<file path="src/rtl/fbw_pkg.sv">
package fbw_pkg;

    typedef enum logic {
        SCAN_ROW_MAJOR = 1'b0,
        SCAN_COL_MAJOR = 1'b1
    } scan_e;

endpackage

</file>
<file path="src/rtl/fbw_axis_step.sv">
// One cursor axis: optional +1 step followed by the overrun test against the end.
module fbw_axis_step #(
    parameter int W = 6
) (
    input  logic [W-1:0] cur,
    input  logic [W-1:0] start,
    input  logic [W-1:0] stop,
    input  logic         inc,
    output logic [W-1:0] nxt,
    output logic         over
);
    logic [W:0] bumped;

    always_comb begin
        bumped = {1'b0, cur} + {{W{1'b0}}, inc};
        over   = bumped > {1'b0, stop};
        nxt    = over ? start : bumped[W-1:0];
    end
endmodule

</file>
<file path="src/rtl/fbw_addr_calc.sv">
// Linear byte address from column and row.
module fbw_addr_calc #(
    parameter int COLS = 64,
    parameter int CW   = 6,
    parameter int RW   = 7,
    parameter int AW   = 13
) (
    input  logic [CW-1:0] col,
    input  logic [RW-1:0] row,
    output logic [AW-1:0] addr
);
    always_comb begin
        addr = AW'(col) + AW'(row) * AW'(COLS);
    end
endmodule

</file>
<file path="src/rtl/fbw_cursor_gen.sv">
module fbw_cursor_gen #(
    parameter int COLS  = 64,
    parameter int ROWS  = 80,
    parameter int ARG_W = 8,
    parameter int DW    = 8
) (
    input  logic             clk,
    input  logic             rst_n,
    input  logic             col_ld,
    input  logic [ARG_W-1:0] col_arg0,
    input  logic [ARG_W-1:0] col_arg1,
    input  logic             row_ld,
    input  logic [ARG_W-1:0] row_arg0,
    input  logic [ARG_W-1:0] row_arg1,
    input  logic             vert_mode,
    input  logic             wr_valid,
    input  logic [DW-1:0]    wr_data,
    input  logic             redraw_ack,
    output logic             mem_we,
    output logic [$clog2(COLS*ROWS)-1:0] mem_addr,
    output logic [DW-1:0]    mem_wdata,
    output logic             redraw_pend
);
    import fbw_pkg::*;

    localparam int CW = $clog2(COLS);
    localparam int RW = $clog2(ROWS);
    localparam int AW = $clog2(COLS*ROWS);

    typedef struct packed {
        logic [CW-1:0] col;
        logic [CW-1:0] col_s;
        logic [CW-1:0] col_e;
        logic [RW-1:0] row;
        logic [RW-1:0] row_s;
        logic [RW-1:0] row_e;
        logic          we;
        logic [AW-1:0] addr;
        logic [DW-1:0] wdata;
        logic          redraw;
    } state_t;

    state_t st_q, st_d;
    scan_e  scan;

    assign scan = scan_e'(vert_mode);

    // Argument reduction into the legal ranges
    logic [CW-1:0] col_m0, col_m1;
    logic [RW-1:0] row_m0, row_m1;
    always_comb begin
        col_m0 = CW'(col_arg0 % ARG_W'(COLS));
        col_m1 = CW'(col_arg1 % ARG_W'(COLS));
        row_m0 = RW'(row_arg0 % ARG_W'(ROWS));
        row_m1 = RW'(row_arg1 % ARG_W'(ROWS));
    end

    // Row-major pair: column leads, row follows the column overrun
    logic [CW-1:0] h_col;
    logic [RW-1:0] h_row;
    logic          h_col_over, h_row_over;
    // Column-major pair: row leads, column follows the row overrun
    logic [CW-1:0] v_col;
    logic [RW-1:0] v_row;
    logic          v_col_over, v_row_over;

    fbw_axis_step #(.W(CW)) u_h_col (
        .cur(st_q.col), .start(st_q.col_s), .stop(st_q.col_e),
        .inc(1'b1), .nxt(h_col), .over(h_col_over));
    fbw_axis_step #(.W(RW)) u_h_row (
        .cur(st_q.row), .start(st_q.row_s), .stop(st_q.row_e),
        .inc(h_col_over), .nxt(h_row), .over(h_row_over));
    fbw_axis_step #(.W(RW)) u_v_row (
        .cur(st_q.row), .start(st_q.row_s), .stop(st_q.row_e),
        .inc(1'b1), .nxt(v_row), .over(v_row_over));
    fbw_axis_step #(.W(CW)) u_v_col (
        .cur(st_q.col), .start(st_q.col_s), .stop(st_q.col_e),
        .inc(v_row_over), .nxt(v_col), .over(v_col_over));

    logic [AW-1:0] cur_addr;
    fbw_addr_calc #(.COLS(COLS), .CW(CW), .RW(RW), .AW(AW)) u_addr (
        .col(st_q.col), .row(st_q.row), .addr(cur_addr));

    logic any_ld, accept;
    logic unused_over;
    assign any_ld      = col_ld | row_ld;
    assign accept      = wr_valid & ~any_ld;
    assign unused_over = h_row_over ^ v_col_over;

    always_comb begin
        st_d       = st_q;
        st_d.we    = 1'b0;
        st_d.addr  = st_q.addr;
        st_d.wdata = st_q.wdata;
        if (redraw_ack) st_d.redraw = 1'b0;
        if (col_ld) begin
            st_d.col   = col_m0;
            st_d.col_s = col_m0;
            st_d.col_e = col_m1;
        end
        if (row_ld) begin
            st_d.row   = row_m0;
            st_d.row_s = row_m0;
            st_d.row_e = row_m1;
        end
        if (accept) begin
            st_d.we     = 1'b1;
            st_d.addr   = cur_addr;
            st_d.wdata  = wr_data;
            st_d.redraw = 1'b1;
            if (scan == SCAN_COL_MAJOR) begin
                st_d.col = v_col;
                st_d.row = v_row;
            end else begin
                st_d.col = h_col;
                st_d.row = h_row;
            end
        end
    end

    always_ff @(posedge clk or negedge rst_n) begin
        if (!rst_n) begin
            st_q        <= '0;
            st_q.col_e  <= CW'(COLS-1);
            st_q.row_e  <= RW'(ROWS-1);
        end else begin
            st_q <= st_d;
        end
    end

    assign mem_we      = st_q.we;
    assign mem_addr    = st_q.addr;
    assign mem_wdata   = st_q.wdata;
    assign redraw_pend = st_q.redraw;

endmodule

</file>
<file path="config.mk">
export PLATFORM = sky130hd
export DESIGN_NAME = fbw_cursor_gen
export DESIGN_NICKNAME = d
export VERILOG_FILES = /design/src/rtl/fbw_pkg.sv /design/src/rtl/fbw_axis_step.sv /design/src/rtl/fbw_addr_calc.sv /design/src/rtl/fbw_cursor_gen.sv
export SDC_FILE = /design/constraint.sdc
export NUM_CORES = 1
export LEC_CHECK = 0
export ABC_AREA = 1
export BUFFER_PORTS_ARGS = -buffer_cell sky130_fd_sc_hd__buf_2
export CAP_MARGIN = 20
export CORE_MARGIN = 4
export CORE_UTILIZATION = 52
export CTS_BUF_LIST = sky130_fd_sc_hd__clkbuf_16
export CTS_CLUSTER_SIZE = 16
export DETAILED_ROUTE_END_ITERATION = 8
export PLACE_DENSITY = 0.86
export SYNTH_ARGS = -nofsm -noshare
export SYNTH_HDL_FRONTEND = slang
export SYNTH_SLANG_ARGS = --single-unit
</file>
<file path="constraint.sdc">
create_clock -name clk -period 4.1 [get_ports clk]
set_input_delay 0.615 -clock clk [delete_from_list [all_inputs] [get_ports clk]]
set_output_delay 0.615 -clock clk [all_outputs]
set_load 0.02 [all_outputs]
</file>
# After elaboration in Yosys (flattened, before gate mapping)
# Index checks and enable logic that the tools add are counted.
[classes] n_addsub=5 n_mux=12 bitwise_logic=3 div=2 n_reduce_logical=3 order_cmp=4
[op_table] cell="7-bit two-way mux" n=4
[op_table] cell="6-bit two-way mux" n=4
[op_table] cell="23-bit two-way mux" n=1
[op_table] cell="21-bit two-way mux" n=1
[op_table] cell="18-bit two-way mux" n=1
[op_table] cell="8-bit by 7-bit > comparator with 1-bit output" n=2
[op_table] cell="8-bit by 7-bit modulo with 8-bit output, second input constant" n=2
[op_table] cell="7-bit by 6-bit > comparator with 1-bit output" n=2
[op_table] cell="6-bit by 13-bit adder with 13-bit output" n=1
[op_table] cell="7-bit by 1-bit adder with 8-bit output" n=1
[op_table] cell="7-bit by 1-bit adder with 8-bit output, second input constant" n=1
[op_table] cell="6-bit by 1-bit adder with 7-bit output" n=1
[op_table] cell="6-bit by 1-bit adder with 7-bit output, second input constant" n=1
[op_table] cell="2-bit nonzero test" n=3
[op_table] cell="1-bit AND" n=1
[op_table] cell="1-bit two-way mux" n=1
[op_table] cell="1-bit inverter" n=1
[op_table] cell="1-bit bitwise OR" n=1
[totals] reg_bits=62 input_bits=47 word_cells=39 out_inout_bits=23

# Longest topological paths before layout
# Gate-level depths: netlist (run 1).
[logic_depth] depth_word=7 mapped_depth=31 ltp_nobuf=30

# By module
# From an unflattened synthesis (run 1), not the netlist that was laid out.
[unflattened] hier_cells=670 hier_area_um2=4787.1
[by_module_without_submodules] mod="fbw_cursor_gen" n_inst=1 area_per_inst_um2=2865.2 seq_area_each_um2=1565.3 cells_each=349
[by_module_without_submodules] mod="fbw_axis_step (u_h_row ...)" n_inst=2 area_per_inst_um2=519.2 seq_area_each_um2=0.0 cells_each=86
[by_module_without_submodules] mod="fbw_axis_step (u_h_col ...)" n_inst=2 area_per_inst_um2=392.9 seq_area_each_um2=0.0 cells_each=68
[by_module_without_submodules] mod="fbw_addr_calc" n_inst=1 area_per_inst_um2=97.6 seq_area_each_um2=0.0 cells_each=13

# Least setup slack after synthesis (run 1)
# Ideal clock, no wire load.
[synth_timing] path_kind="reg2reg" start="reg st_q[38] (netlist bit)" end="reg st_q[57] (netlist bit)" arrival_time_ns=3.723 setup_time_ns=0.121 path_buffers=0 period_less_slack_ns=3.844 setup_slack_ns=0.256 path_stages_with_launch=27 required_ns=3.979 cell_sequence="dfrtp_1 -> ha_1 -> nand2_1 -> nor3_1 -> xor2_1 -> inv_1 -> ha_1 -> inv_1 -> a21oi_2 -> nand3_4 -> nand2_4 -> nand2_4 -> inv_1 -> ha_1 -> nand2_1 -> nor2_1 -> xor2_1 -> ha_1 -> a21oi_1 -> o21a_1 -> nand2_1 -> nand2_1 -> nand2_1 -> nand2_1 -> nand3_1 -> nand3_1 -> nand2_1"
[synth_via] elab_chain_cells=7
[synth_lines] element="start: declaration" line="fbw_cursor_gen.sv:43" text="state_t st_q, st_d;"
[synth_lines] element="start signal: assignment" line="fbw_cursor_gen.sv:127" text="st_q <= st_d;"
[synth_lines] element="7-bit by 1-bit adder with 8-bit output *" line="fbw_axis_step.sv:15" text="bumped = {1'b0, cur} + {{W{1'b0}}, inc};"
[synth_lines] element="8-bit by 7-bit > comparator with 1-bit output *" line="fbw_axis_step.sv:16" text="over = bumped > {1'b0, stop};"
[synth_lines] element="6-bit by 1-bit adder with 7-bit output *" line="fbw_axis_step.sv:15"
[synth_lines] element="7-bit by 6-bit > comparator with 1-bit output" line="fbw_axis_step.sv:16"
[synth_lines] element="6-bit two-way mux *" line="fbw_axis_step.sv:17" text="nxt = over ? start : bumped[W-1:0];"
[synth_lines] element="6-bit two-way mux *" line="fbw_cursor_gen.sv:111" text="if (scan == SCAN_COL_MAJOR) begin"
[synth_lines] element="6-bit two-way mux *" line="fbw_cursor_gen.sv:106" text="if (accept) begin"
# Mark *: on every way between the ends. The rest lies on a longest branch, timed or not.
# A chain may end at the register's enable or synchronous reset.

# Worst setup path in the final report (run 1)
[layout_timing] start="reg st_q[56] (netlist bit)" end="reg st_q[40] (netlist bit)"
[layout_via] elab_chain_cells=7
[layout_lines] element="6-bit by 1-bit adder with 7-bit output *" line="fbw_axis_step.sv:15"
[layout_lines] element="7-bit by 6-bit > comparator with 1-bit output *" line="fbw_axis_step.sv:16"
[layout_lines] element="7-bit by 1-bit adder with 8-bit output *" line="fbw_axis_step.sv:15"
[layout_lines] element="8-bit by 7-bit > comparator with 1-bit output" line="fbw_axis_step.sv:16"
[layout_lines] element="7-bit two-way mux *" line="fbw_axis_step.sv:17"
[layout_lines] element="7-bit two-way mux *" line="fbw_cursor_gen.sv:111"
[layout_lines] element="7-bit two-way mux *" line="fbw_cursor_gen.sv:106"
# Marked as above.

==> Implementation_results.wiki, run 1 <==
{| class="wikitable"
! Metric !! Value
|-
| Max-Cap Viols || 0
|-
| Peak supply drop || 0.000269 V
|-
| Residual antenna-violating net count after detailed routing || 0
|-
| Core region area || 0.00834 sq mm
|-
| Synth Cell Area || 0.00450 sq mm
|-
| Hold-fix buffers at CTS || 0
|-
| Arrival time at the worst endpoint || 4.17 ns
|-
| Fin crit share || 96.7%
|-
| Area grow syn2layout || 20.9%
|-
| Sum Neg Setup Slack || 0 ns
|-
| Minimum clock period || 3.97 ns
|-
| Reported net switching power || 1.02 mW
|-
| Effective utilization at floorplan || 54.0%
|-
| Cells after Synth || 613
|-
| Setup CP Type || flop to flop
|-
| Total number of vias || 4256
|-
| Wire length per cell after detailed routing || 14.9 microns
|-
| Mean number of vias per cell || 5.31
|-
| Post-DP Area || 0.00492 sq mm
|-
| Width of the die || 101 microns
|-
| Worst-Margin Slew || 0.778 ns
|-
| Endpoint class of the critical path || flop
|-
| Worst path required time || 4.30 ns
|-
| FMAX || 252 MHz
|-
| Static leakage || 3.01 nW
|-
| DP Worst Slack || 0.0364 ns
|-
| Detailed placement HPWL || 8340 microns
|-
| Overall fraction of global-route tracks in use || 22.9%
|-
| Headroom to the max-slew limit || 48.1%
|-
| Worst setup path endpoint || st_q[40]$_DFFE_PN0P_
|-
| Clock Skews || 0.00462 ns
|-
| Clock-pin slew on the worst setup and hold paths || 0.05 ns
|-
| Ports || 70
|-
| Root Buffer Master || clkbuf_16
|-
| Net total in the final layout || 771
|-
| Cell Count Post-Placement || 773
|-
| Combinational share of power || 44.8%
|-
| H-tree levels || 3
|-
| Number of global-route vias before repair || 4159
|-
| Highest net fanout along the worst path || 8
|-
| Yosys top cell area share || 28.3%
|-
| Outcome || finished clean
|-
| Count of yosys warnings during synthesis || 0
|-
| Sequential power share || 30.0%
|-
| Maximum buffer depth of the clock tree || 2
|-
| Initial antenna violation count || 0
|-
| Worst R2R Setup Slack || 0.13 ns
|-
| Residual DRC || 0
|-
| Total routed wirelength || 11900 microns
|-
| Clock Sinks || 62
|-
| Number of antenna diodes || 0
|-
| Net switching fraction of the power || 39.6%
|-
| Wire length of the first global-routing pass || 18700 microns
|-
| TritonCTS clock tree || done
|-
| Post-Synthesis Mean Instance Area || 7.35 sq um
|-
| Vertical die dimension || 101 microns
|-
| Number of buffers created by CTS || 9
|-
| R2r endpoint || st_q[40]$_DFFE_PN0P_
|-
| Fraction of the yosys area taken by sequential cells || 34.8%
|-
| Setup-violating endpoint count in the final report || 0
|-
| Buffers added on ports || 65
|-
| Post-synthesis cell type count || 39
|-
| Leading area contributor after synthesis || dfrtp_1
|-
| Area enclosed by the die boundary || 0.0102 sq mm
|-
| DRC violation total after the first TritonRoute iteration || 259
|-
| #FFs+latches synth || 62
|-
| FP Rows || 33
|-
| Final non-filler cell area || 0.00545 sq mm
|-
| First-pass detailed-route iteration total || 5
|-
| Clock group share of total power || 25.2%
|-
| Final core utilization || 65.3%
|-
| Total of fill cells in the finished design || 723
|-
| Reg-to-Reg Start || st_q[56]$_DFFE_PN0P_
|-
| Final setup slack of the worst path || 0.134 ns
|-
| Worst Setup SP || st_q[56]$_DFFE_PN0P_
|-
| Final Hold Vio Count || 0
|-
| Share of final-layout standard cells stronger than drive strength 1 || 26.1%
|-
| Fin cells || 801
|-
| Latest clock arrival within the worst-skew pair || 0.32 ns
|-
| Cell internal pwr || 1.55 mW
|-
| Cell types with the largest area share after synthesis || dfrtp_1 (28%), nand2_1 (18%), ha_1 (9.2%)
|-
| Largest net degree at the start of global routing || 63
|-
| Ratio of total power to cell area || 471 mW/mm^2
|-
| Gpl congestion || 0.956
|-
| Global route total overflow || 0
|-
| R2R cell count || 26
|-
| Number of nets in the synthesized netlist || 693
|-
| Setup crit start kind || flop
|-
| Worst min path class || primary input to asynchronous set/reset pin
|-
| Max-slew violation count || 0
|}
power groups by stage:
| stage | registers, mW | clock network, mW | logic (mW) |
|---|---|---|---|
| after floorplan | 0.765 | 0 | 0.736 |
| after global placement | 0.767 | 0 | 0.961 |
| after detailed placement | 0.773 | 0 | 1.00 |
| after CTS | 0.763 | 0.660 | 1.01 |
| after global routing | 0.779 | 0.689 | 1.27 |
| final | 0.769 | 0.646 | 1.15 |
cells in the final DEF, fill, tap and decap left out, types with 11 or more instances in the layout:
cell	synthesis	layout
dfstp_2	11	11
buf_4	23	34
nor2_1	14	11
o21ai_0	23	23
ha_1	33	25
nand2_1	221	217
dfrtp_1	51	48
xor2_1	19	17
inv_1	70	69
buf_2	4	65
nand3_1	70	69
sequential cells by signal (all words and copies together) (netlist names):
| register | count |
|---|---|
| redraw_pend | 1 |
| mem_wdata | 8 |
| mem_addr | 13 |
| mem_we | 1 |
| st_q | 39 |
Yosys cell counts (all sizes together):
library cell  count
a31oi             1
o21ai            26
dfrtp            51
nand3            76
a21o              3
xor2             19
a22oi             1
o21bai            1
nand2           233
o211ai            1
or2               3
nor3              3
ha               33
a21boi            6
and2              1
buf              29
nor2             17
o21a              1
a21oi            10
inv              76
dfstp            11
clkbuf            6
o41ai             1
nand4             4
critical path, stage by stage, from the launching register on:
cell and delay [ns]:
dfrtp_1 0.41, buf_6 0.16, nand2_1 0.08, nor2_1 0.14, xor2_1 0.25, ha_1 0.29
nand3_1 0.07, inv_1 0.06, nand4_1 0.10, nand2_2 0.08, inv_2 0.08, ha_4 0.15
ha_4 0.13, nand3_2 0.10, nor3_2 0.22, xor2_1 0.20, inv_1 0.06, ha_1 0.29
inv_1 0.06, a21oi_4 0.19, nand3_2 0.14, nand2_4 0.13, nand2_4 0.09, nand2_1 0.07
nand3_1 0.06, nand3_1 0.10, nand2_1 0.09
metrics by stage:
step | total power, mW | hold WS, ns
detailed placement | 1.77 | 0.460
global placement | 1.73 | 0.457
global route | 2.74 | 0.486
finish | 2.56 | 0.457
CTS | 2.43 | 0.472
floorplan | 1.50 | 0.319
what timing repair did:
item	4_1_cts	5_1_grt
setup endpoints to repair	0	13
setup buffers	0	12
resized for setup	0	39
layout make-up:
| type | count | area (sq um) | share of cell area, % |
|---|---|---|---|
| Inverter | 76 | 285 | 5.24 |
| Clock inverter | 7 | 27.5 | 0.505 |
| Tap cell | 105 | 131 | 2.41 |
| Timing Repair Buffer | 102 | 614 | 11.3 |
| Multi-Input combinational cell | 440 | 2590 | 47.6 |
| Sequential cell | 62 | 1570 | 28.8 |
| Clock buffer | 9 | 225 | 4.14 |
metal layers:
metal	global-route usage [%]	vias up	wire (microns)	share of wire (%)
met5	0	-	0	0
met4	8.28	0	318	2.7
met3	4.01	35	720	6.0
met2	41.2	155	6160	52
met1	27.1	1988	4730	40
li1	-	2078	-	-
logic make-up (layout without fill, tap and decap cells):
| group | after synthesis | in the layout | synth area share [%] |
|---|---|---|---|
| adder cells (fa/ha/maj) | 33 | 33 | 9.17 |
| buffers and inverters | 111 | 194 | 11.4 |
| AO/OA/AOI/OAI | 51 | 51 | 6.67 |
| flip-flops | 62 | 62 | 34.7 |
| AND/OR/NAND/NOR | 337 | 337 | 34.3 |
| XOR/XNOR | 19 | 19 | 3.69 |
worst min-delay path by stage:
stage                             start                  endpoint  depth (start not counted)
2_1_floorplan                     rst_n   mem_addr[0]$_DFFE_PN0P_                          0
3_3_place_gp   mem_wdata[4]$_DFFE_PN0P_  mem_wdata[4]$_DFFE_PN0P_                          2
3_5_place_dp   mem_wdata[1]$_DFFE_PN0P_  mem_wdata[1]$_DFFE_PN0P_                          2
4_1_cts                      redraw_ack   redraw_pend$_DFFE_PN0P_                          2
5_1_grt                      wr_data[7]  mem_wdata[7]$_DFFE_PN0P_                          3
6_report                          rst_n  mem_wdata[6]$_DFFE_PN0P_                          2
(Power assumes the default switching activity.)
==> run 2, diff against run 1 <==
==> constraint.sdc (replaced) <==
create_clock -name clk -period 4.1 [get_ports clk]
set_input_delay 0.41 -clock clk [delete_from_list [all_inputs] [get_ports clk]]
set_output_delay 0.41 -clock clk [all_outputs]
set_load 0.02 [all_outputs]
==> run 2 against run 1 <==
  * Worst hold slack worse by 0.22 ns
  * Clock power up 23%
  * Count of clock-buffer cells in the layout unchanged
  * Critical path type unchanged
  * Highest routed layer unchanged
==> Implementation_results.wiki, run 2 (synthesized netlist as in run 1, its figures left out) <==
{| class="wikitable"
! Metric !! Value
|-
| Outcome || finished clean
|-
| Width of the die || 101 microns (unchanged)
|-
| Commonest non-fill, non-tap cell in the layout || nand2_1
|-
| Largest register FFs || 39 (unchanged)
|-
| Arrival time at the worst endpoint || 4.12 ns (-0.05 ns)
|-
| Headroom to the max-slew limit || 47.5% (-0.66 points)
|-
| Latest clock arrival within the worst-skew pair || 0.33 ns (about the same)
|-
| Fin crit share || 95.1% (-1.6 points)
|-
| H-tree levels || 3 (unchanged)
|-
| Overall fraction of global-route tracks in use || 22.4% (-0.53 points)
|-
| Fin cells || 796 (-0.62%)
|-
| DRC violation total after the first TritonRoute iteration || 273 (+5.4%)
|-
| Vertical die dimension || 101 microns (unchanged)
|-
| Maximum buffer depth of the clock tree || 2 (unchanged)
|-
| Initial antenna violation count || 0 (unchanged)
|-
| First-pass detailed-route iteration total || 5 (unchanged)
|-
| Residual antenna-violating net count after detailed routing || 0 (unchanged)
|-
| Most frequent cells in the layout || nand2_1 (218), inv_1 (69), nand3_1 (69), buf_2 (65), dfrtp_1 (48)
|-
| Root Buffer Master || clkbuf_16
|-
| Largest net degree at the start of global routing || 63 (unchanged)
|-
| Final core utilization || 65.0% (-0.30 points)
|-
| Minimum clock period || 3.90 ns (-0.0650 ns)
|-
| Clock Skews || 0.00591 ns (+0.00129 ns)
|-
| Endpoint class of the critical path || flop
|-
| Delay contributed by the slowest stage of the critical path || 0.37 ns (-0.04 ns)
|-
| Buffers added on ports || 65 (unchanged)
|-
| Detailed placement HPWL || 8130 microns (-2.5%)
|-
| Peak supply drop || 0.000263 V (-2.3%)
|-
| Residual DRC || 0 (unchanged)
|-
| Hold-fix buffers at CTS || 0 (unchanged)
|-
| Area grow syn2layout || 20.4%
|-
| TritonCTS clock tree || done
|-
| Max-slew violation count || 0 (unchanged)
|-
| Wire length per cell after detailed routing || 14.1 microns (-5.3%)
|-
| FP Rows || 33 (unchanged)
|-
| Worst-Margin Slew || 0.788 ns (+0.00989 ns)
|-
| Effective utilization at floorplan || 54.0% (unchanged)
|-
| Total routed wirelength || 11200 microns (-5.9%)
|-
| Number of global-route vias before repair || 4130 (-0.70%)
|-
| Ratio of total power to cell area || 487 mW/mm^2 (+3.4%)
|-
| Number of buffers created by CTS || 9 (unchanged)
|-
| FMAX || 256 MHz (+1.7%)
|-
| Static leakage || 3.00 nW (-0.11%)
|-
| Final Hold Vio Count || 0 (unchanged)
|-
| Gpl congestion || 0.969 (+1.4%)
|-
| Cell Count Post-Placement || 772 (-0.13%)
|-
| Area enclosed by the die boundary || 0.0102 sq mm (unchanged)
|-
| Share of final-layout standard cells stronger than drive strength 1 || 25.5% (-0.68 points)
|-
| Max-Cap Viols || 0 (unchanged)
|-
| Final non-filler cell area || 0.00542 sq mm (-0.46%)
|-
| Global route total overflow || 0 (unchanged)
|-
| Core region area || 0.00834 sq mm (unchanged)
|-
| Ports || 70 (unchanged)
|-
| Worst path required time || 4.32 ns (+0.02 ns)
|-
| Net total in the final layout || 766 (-0.65%)
|-
| Mean number of vias per cell || 5.17 (-2.7%)
|-
| Sum Neg Setup Slack || 0 ns (unchanged)
|-
| Worst min path class || primary input to asynchronous set/reset pin
|-
| Setup-violating endpoint count in the final report || 0 (unchanged)
|-
| Clock-pin slew on the worst setup and hold paths || 0.06 ns (about the same)
|-
| Wire length of the first global-routing pass || 18200 microns (-2.6%)
|-
| Clock Sinks || 62 (unchanged)
|-
| Setup crit start kind || flop
|-
| Cell repeated most along the worst path || nand2_1
|-
| Master of the slowest instance on the critical path || dfrtp_1
|-
| Register ranked first by flip-flop count || st_q
|-
| Setup CP Type || flop to flop
|-
| Post-DP Area || 0.00491 sq mm (-0.15%)
|-
| Highest net fanout along the worst path || 6 (-2)
|-
| Total number of vias || 4115 (-3.3%)
|-
| Worst Hold Slack || 0.233 ns (-0.225 ns)
|-
| Number of antenna diodes || 0 (unchanged)
|}
==> run 2: changes by cell type in the layout (fill, tap and decap cells not counted), sizes merged <==
| cell | previous run | this run |
|---|---|---|
| bufinv | 0 | 2 |
| inv | 79 | 77 |
| buf | 102 | 97 |
==> run 2: stage by stage <==
stage / setup slack, ns / total power [mW]
floorplan: 0.256 / 1.50
global placement: 0.194 / 1.73
detailed placement: 0.0917 / 1.77
CTS: 0.0142 / 2.57
global route: -0.100 / 2.82
finish: 0.199 / 2.64
==> run 2: cell type report <==
class / instances / area [sq um]
repair buffers: 97 / 577
inverters: 76 / 285
clock buffers: 9 / 225
clock inverters: 7 / 81.3
fillers: 718 / 2920
multi-input cells: 440 / 2550
well taps: 105 / 131
flip-flops and latches: 62 / 1570
==> run 2: worst paths after layout <==
kind	from	endpoint	slack, ns	cells after the start
max in group asynchronous	rst_n	st_q[40]$_DFFE_PN0P_	3.28	2
hold reg to reg	mem_addr[2]$_DFFE_PN0P_	mem_addr[2]$_DFFE_PN0P_	0.47	2
hold / removal	rst_n	mem_wdata[6]$_DFFE_PN0P_	0.23	2
min in group clk	redraw_ack	redraw_pend$_DFFE_PN0P_	0.27	2
setup reg to reg	st_q[38]$_DFFE_PN0P_	st_q[56]$_DFFE_PN0P_	0.20	27
setup / recovery	st_q[38]$_DFFE_PN0P_	st_q[56]$_DFFE_PN0P_	0.20	27
==> run 2: what timing repair did <==
action	4_1_cts	5_1_grt
buffers inserted	0	8
gates resized for setup	0	34
endpoints found under the setup margin	0	13
==> run 2: worst max-delay path, delay by kind of cell (launching register included) <==
family	cells	cell delay (ns)
XOR/XNOR	2	0.39
adder cells (fa/ha/maj)	4	0.98
flip-flops	1	0.37
AO/OA/AOI/OAI	4	0.51
AND/OR/NAND/NOR	13	1.19
buffers and inverters	4	0.37
==> run 2: report_power, final <==
group | switching (mW) | total [mW] | internal [mW]
logic | 0.662 | 1.08 | 0.419
registers | 0.0599 | 0.765 | 0.705
clock network | 0.269 | 0.792 | 0.523
total | 0.992 | 2.64 | 1.65
==> run 2: layer usage <==
layer | routed length [microns] | global-route usage [%] | up-vias
li1 | - | - | 2079
met1 | 4590 | 26.6 | 1870
met2 | 5670 | 39.1 | 138
met3 | 701 | 4.78 | 28
met4 | 257 | 9.00 | 0
met5 | 0 | 0 | -
==> run 3, diff against run 2 <==
--- a/config.mk
+++ b/config.mk
@@ -14,6 +14,7 @@
 export CTS_CLUSTER_SIZE = 16
 export DETAILED_ROUTE_END_ITERATION = 8
 export PLACE_DENSITY = 0.86
+export RECOVER_POWER = 25
 export SYNTH_ARGS = -nofsm -noshare
 export SYNTH_HDL_FRONTEND = slang
 export SYNTH_SLANG_ARGS = --single-unit
==> run 3 against run 2 <==
  * Worst hold slack gained 0.0036 ns
  * Non-clock buffer count is the same
  * Critical path depth is the same
  * Final cell count is the same
  * First-iteration DRC count shrank 9.2%
  * Fmax shrank 0.14%
  * Via count grew 0.44%
  * Sequential share of layout area is essentially flat
  * Worst setup slack lost 0.0055 ns
  * Flip-flop and latch count is the same
  * Critical path type unchanged
  * Critical endpoint unchanged
  * Highest routed layer unchanged
==> Implementation_results.wiki, run 3 (synthesized netlist as in run 1, its figures left out) <==
{| class="wikitable"
! Metric !! Value
|-
| Post-DP Area || 0.00491 sq mm (unchanged)
|-
| Static leakage || 3.00 nW (-0.15%)
|-
| DP Worst Slack || 0.0917 ns (unchanged)
|-
| Largest register FFs || 39 (unchanged)
|-
| Wire length per cell after detailed routing || 14.1 microns (+0.31%)
|-
| Number of buffers created by CTS || 9 (unchanged)
|-
| Share of final-layout standard cells stronger than drive strength 1 || 25.0% (-0.43 points)
|-
| FP Rows || 33 (unchanged)
|-
| Final core utilization || 65.0% (about the same)
|-
| DRC violation total after the first TritonRoute iteration || 248 (-9.2%)
|-
| Outcome || finished clean
|-
| Ratio of total power to cell area || 487 mW/mm^2 (about the same)
|-
| Arrival time at the worst endpoint || 4.12 ns (about the same)
|-
| Master of the slowest instance on the critical path || dfrtp_1
|-
| Global route total overflow || 0 (unchanged)
|-
| Logic depth of the worst path, buffers included || 27 (unchanged)
|-
| Fin crit share || 95.3% (+0.13 points)
|-
| Wire length of the first global-routing pass || 18200 microns (unchanged)
|-
| Worst-Margin Slew || 0.844 ns (+0.0558 ns)
|-
| Max-slew violation count || 0 (unchanged)
|-
| Gate family responsible for the most delay along the worst path || simple AND/OR/NAND/NOR gates
|-
| Buffers added on ports || 65 (unchanged)
|-
| Worst Setup SP || st_q[38]$_DFFE_PN0P_
|-
| Delay contributed by the slowest stage of the critical path || 0.38 ns (about the same)
|-
| Width of the die || 101 microns (unchanged)
|-
| Largest net degree at the start of global routing || 63 (unchanged)
|-
| Residual DRC || 0 (unchanged)
|-
| Peak supply drop || 0.000264 V (+0.37%)
|-
| H-tree levels || 3 (unchanged)
|-
| Overall fraction of global-route tracks in use || 22.4% (unchanged)
|-
| Area enclosed by the die boundary || 0.0102 sq mm (unchanged)
|-
| R2r endpoint || st_q[56]$_DFFE_PN0P_
|-
| Most frequent cells in the layout || nand2_1 (218), inv_1 (70), nand3_1 (69), buf_2 (63), dfrtp_1 (48)
|-
| Setup-violating endpoint count in the final report || 0 (unchanged)
|-
| Minimum clock period || 3.91 ns (+0.00550 ns)
|-
| Final non-filler cell area || 0.00542 sq mm (about the same)
|-
| Sum Neg Setup Slack || 0 ns (unchanged)
|-
| Sum of buffers and inverters on the critical path || 4 (unchanged)
|-
| Worst R2R Setup Slack || 0.19 ns (about the same)
|-
| Root Buffer Master || clkbuf_16
|-
| Mean number of vias per cell || 5.19 (+0.44%)
|-
| First-pass detailed-route iteration total || 6 (+1)
|-
| Total number of vias || 4133 (+0.44%)
|-
| Max-Cap Viols || 0 (unchanged)
|-
| Initial antenna violation count || 0 (unchanged)
|-
| Number of antenna diodes || 0 (unchanged)
|-
| Core region area || 0.00834 sq mm (unchanged)
|-
| Headroom to the max-slew limit || 43.8% (-3.7 points)
|-
| Effective utilization at floorplan || 54.0% (unchanged)
|-
| Maximum buffer depth of the clock tree || 2 (unchanged)
|-
| Cell repeated most along the worst path || nand2_1
|-
| Setup crit start kind || flop
|-
| Number of global-route vias before repair || 4130 (unchanged)
|-
| Worst Hold Slack || 0.236 ns (+0.00365 ns)
|-
| Residual antenna-violating net count after detailed routing || 0 (unchanged)
|-
| R2R cell count || 27 (unchanged)
|-
| Highest net fanout along the worst path || 6 (unchanged)
|-
| Total routed wirelength || 11300 microns (+0.31%)
|-
| Total of fill cells in the finished design || 718 (unchanged)
|-
| Area grow syn2layout || 20.3% (about the same)
|-
| Worst min path class || primary input to asynchronous set/reset pin
|-
| Vertical die dimension || 101 microns (unchanged)
|-
| Latest clock arrival within the worst-skew pair || 0.33 ns (about the same)
|-
| Final setup slack of the worst path || 0.194 ns (-0.00550 ns)
|-
| Worst path required time || 4.32 ns (about the same)
|-
| Commonest non-fill, non-tap cell in the layout || nand2_1
|-
| Setup CP Type || flop to flop
|-
| FMAX || 256 MHz (-0.14%)
|-
| Final Hold Vio Count || 0 (unchanged)
|-
| Reg-to-Reg Start || st_q[38]$_DFFE_PN0P_
|-
| Clock Skews || 0.00573 ns (-0.000174 ns)
|-
| Register ranked first by flip-flop count || st_q
|-
| Ports || 70 (unchanged)
|-
| Detailed placement HPWL || 8130 microns (unchanged)
|-
| TritonCTS clock tree || done
|-
| Gpl congestion || 0.969 (unchanged)
|-
| Net total in the final layout || 766 (unchanged)
|-
| Endpoint class of the critical path || flop
|-
| Clock-pin slew on the worst setup and hold paths || 0.06 ns (about the same)
|-
| Clock Sinks || 62 (unchanged)
|}
run 3: how the worst max path moves through the flow:
stage | endpoint
floorplan | st_q[57]$_DFFE_PN0P_
global placement | st_q[56]$_DFFE_PN0P_
detailed placement | st_q[56]$_DFFE_PN0P_
CTS | st_q[56]$_DFFE_PN0P_
global route | st_q[56]$_DFFE_PN0P_
finish | st_q[56]$_DFFE_PN0P_
run 3: report_power, final:
part	switching [mW]	leakage [nW]	internal (mW)
Clock	0.269	0.155	0.523
Combinational	0.664	2.10	0.419
Sequential	0.0599	0.745	0.705
Total	0.992	3.00	1.65
run 3: routing by layer:
metal,wire [microns],global-route usage [%],vias up
met5,0,0,-
met4,248,9.00,0
met3,691,4.78,25
met2,5670,39.1,141
met1,4650,26.6,1889
li1,-,-,2078
run 3: metrics by stage:
step	cells	total power, mW
final	796	2.64
after global placement	772	1.73
after detailed placement	772	1.77
after floorplan	613	1.50
after CTS	788	2.57
after global routing	796	2.82
run 3: area by class of cell:
class / instances / area [sq um] / area share, %
clock buffers: 9 / 225 / 4.16
multi-input cells: 440 / 2550 / 47.1
repair buffers: 97 / 574 / 10.6
clock inverters: 7 / 81.3 / 1.50
well taps: 105 / 131 / 2.42
inverters: 76 / 285 / 5.26
flip-flops and latches: 62 / 1570 / 29.0
run 3: timing repair:
item / CTS / global route
setup endpoints to repair: 0 / 13
setup buffers: 0 / 8
hold buffers: 0 / 0
gates resized for setup: 0 / 34
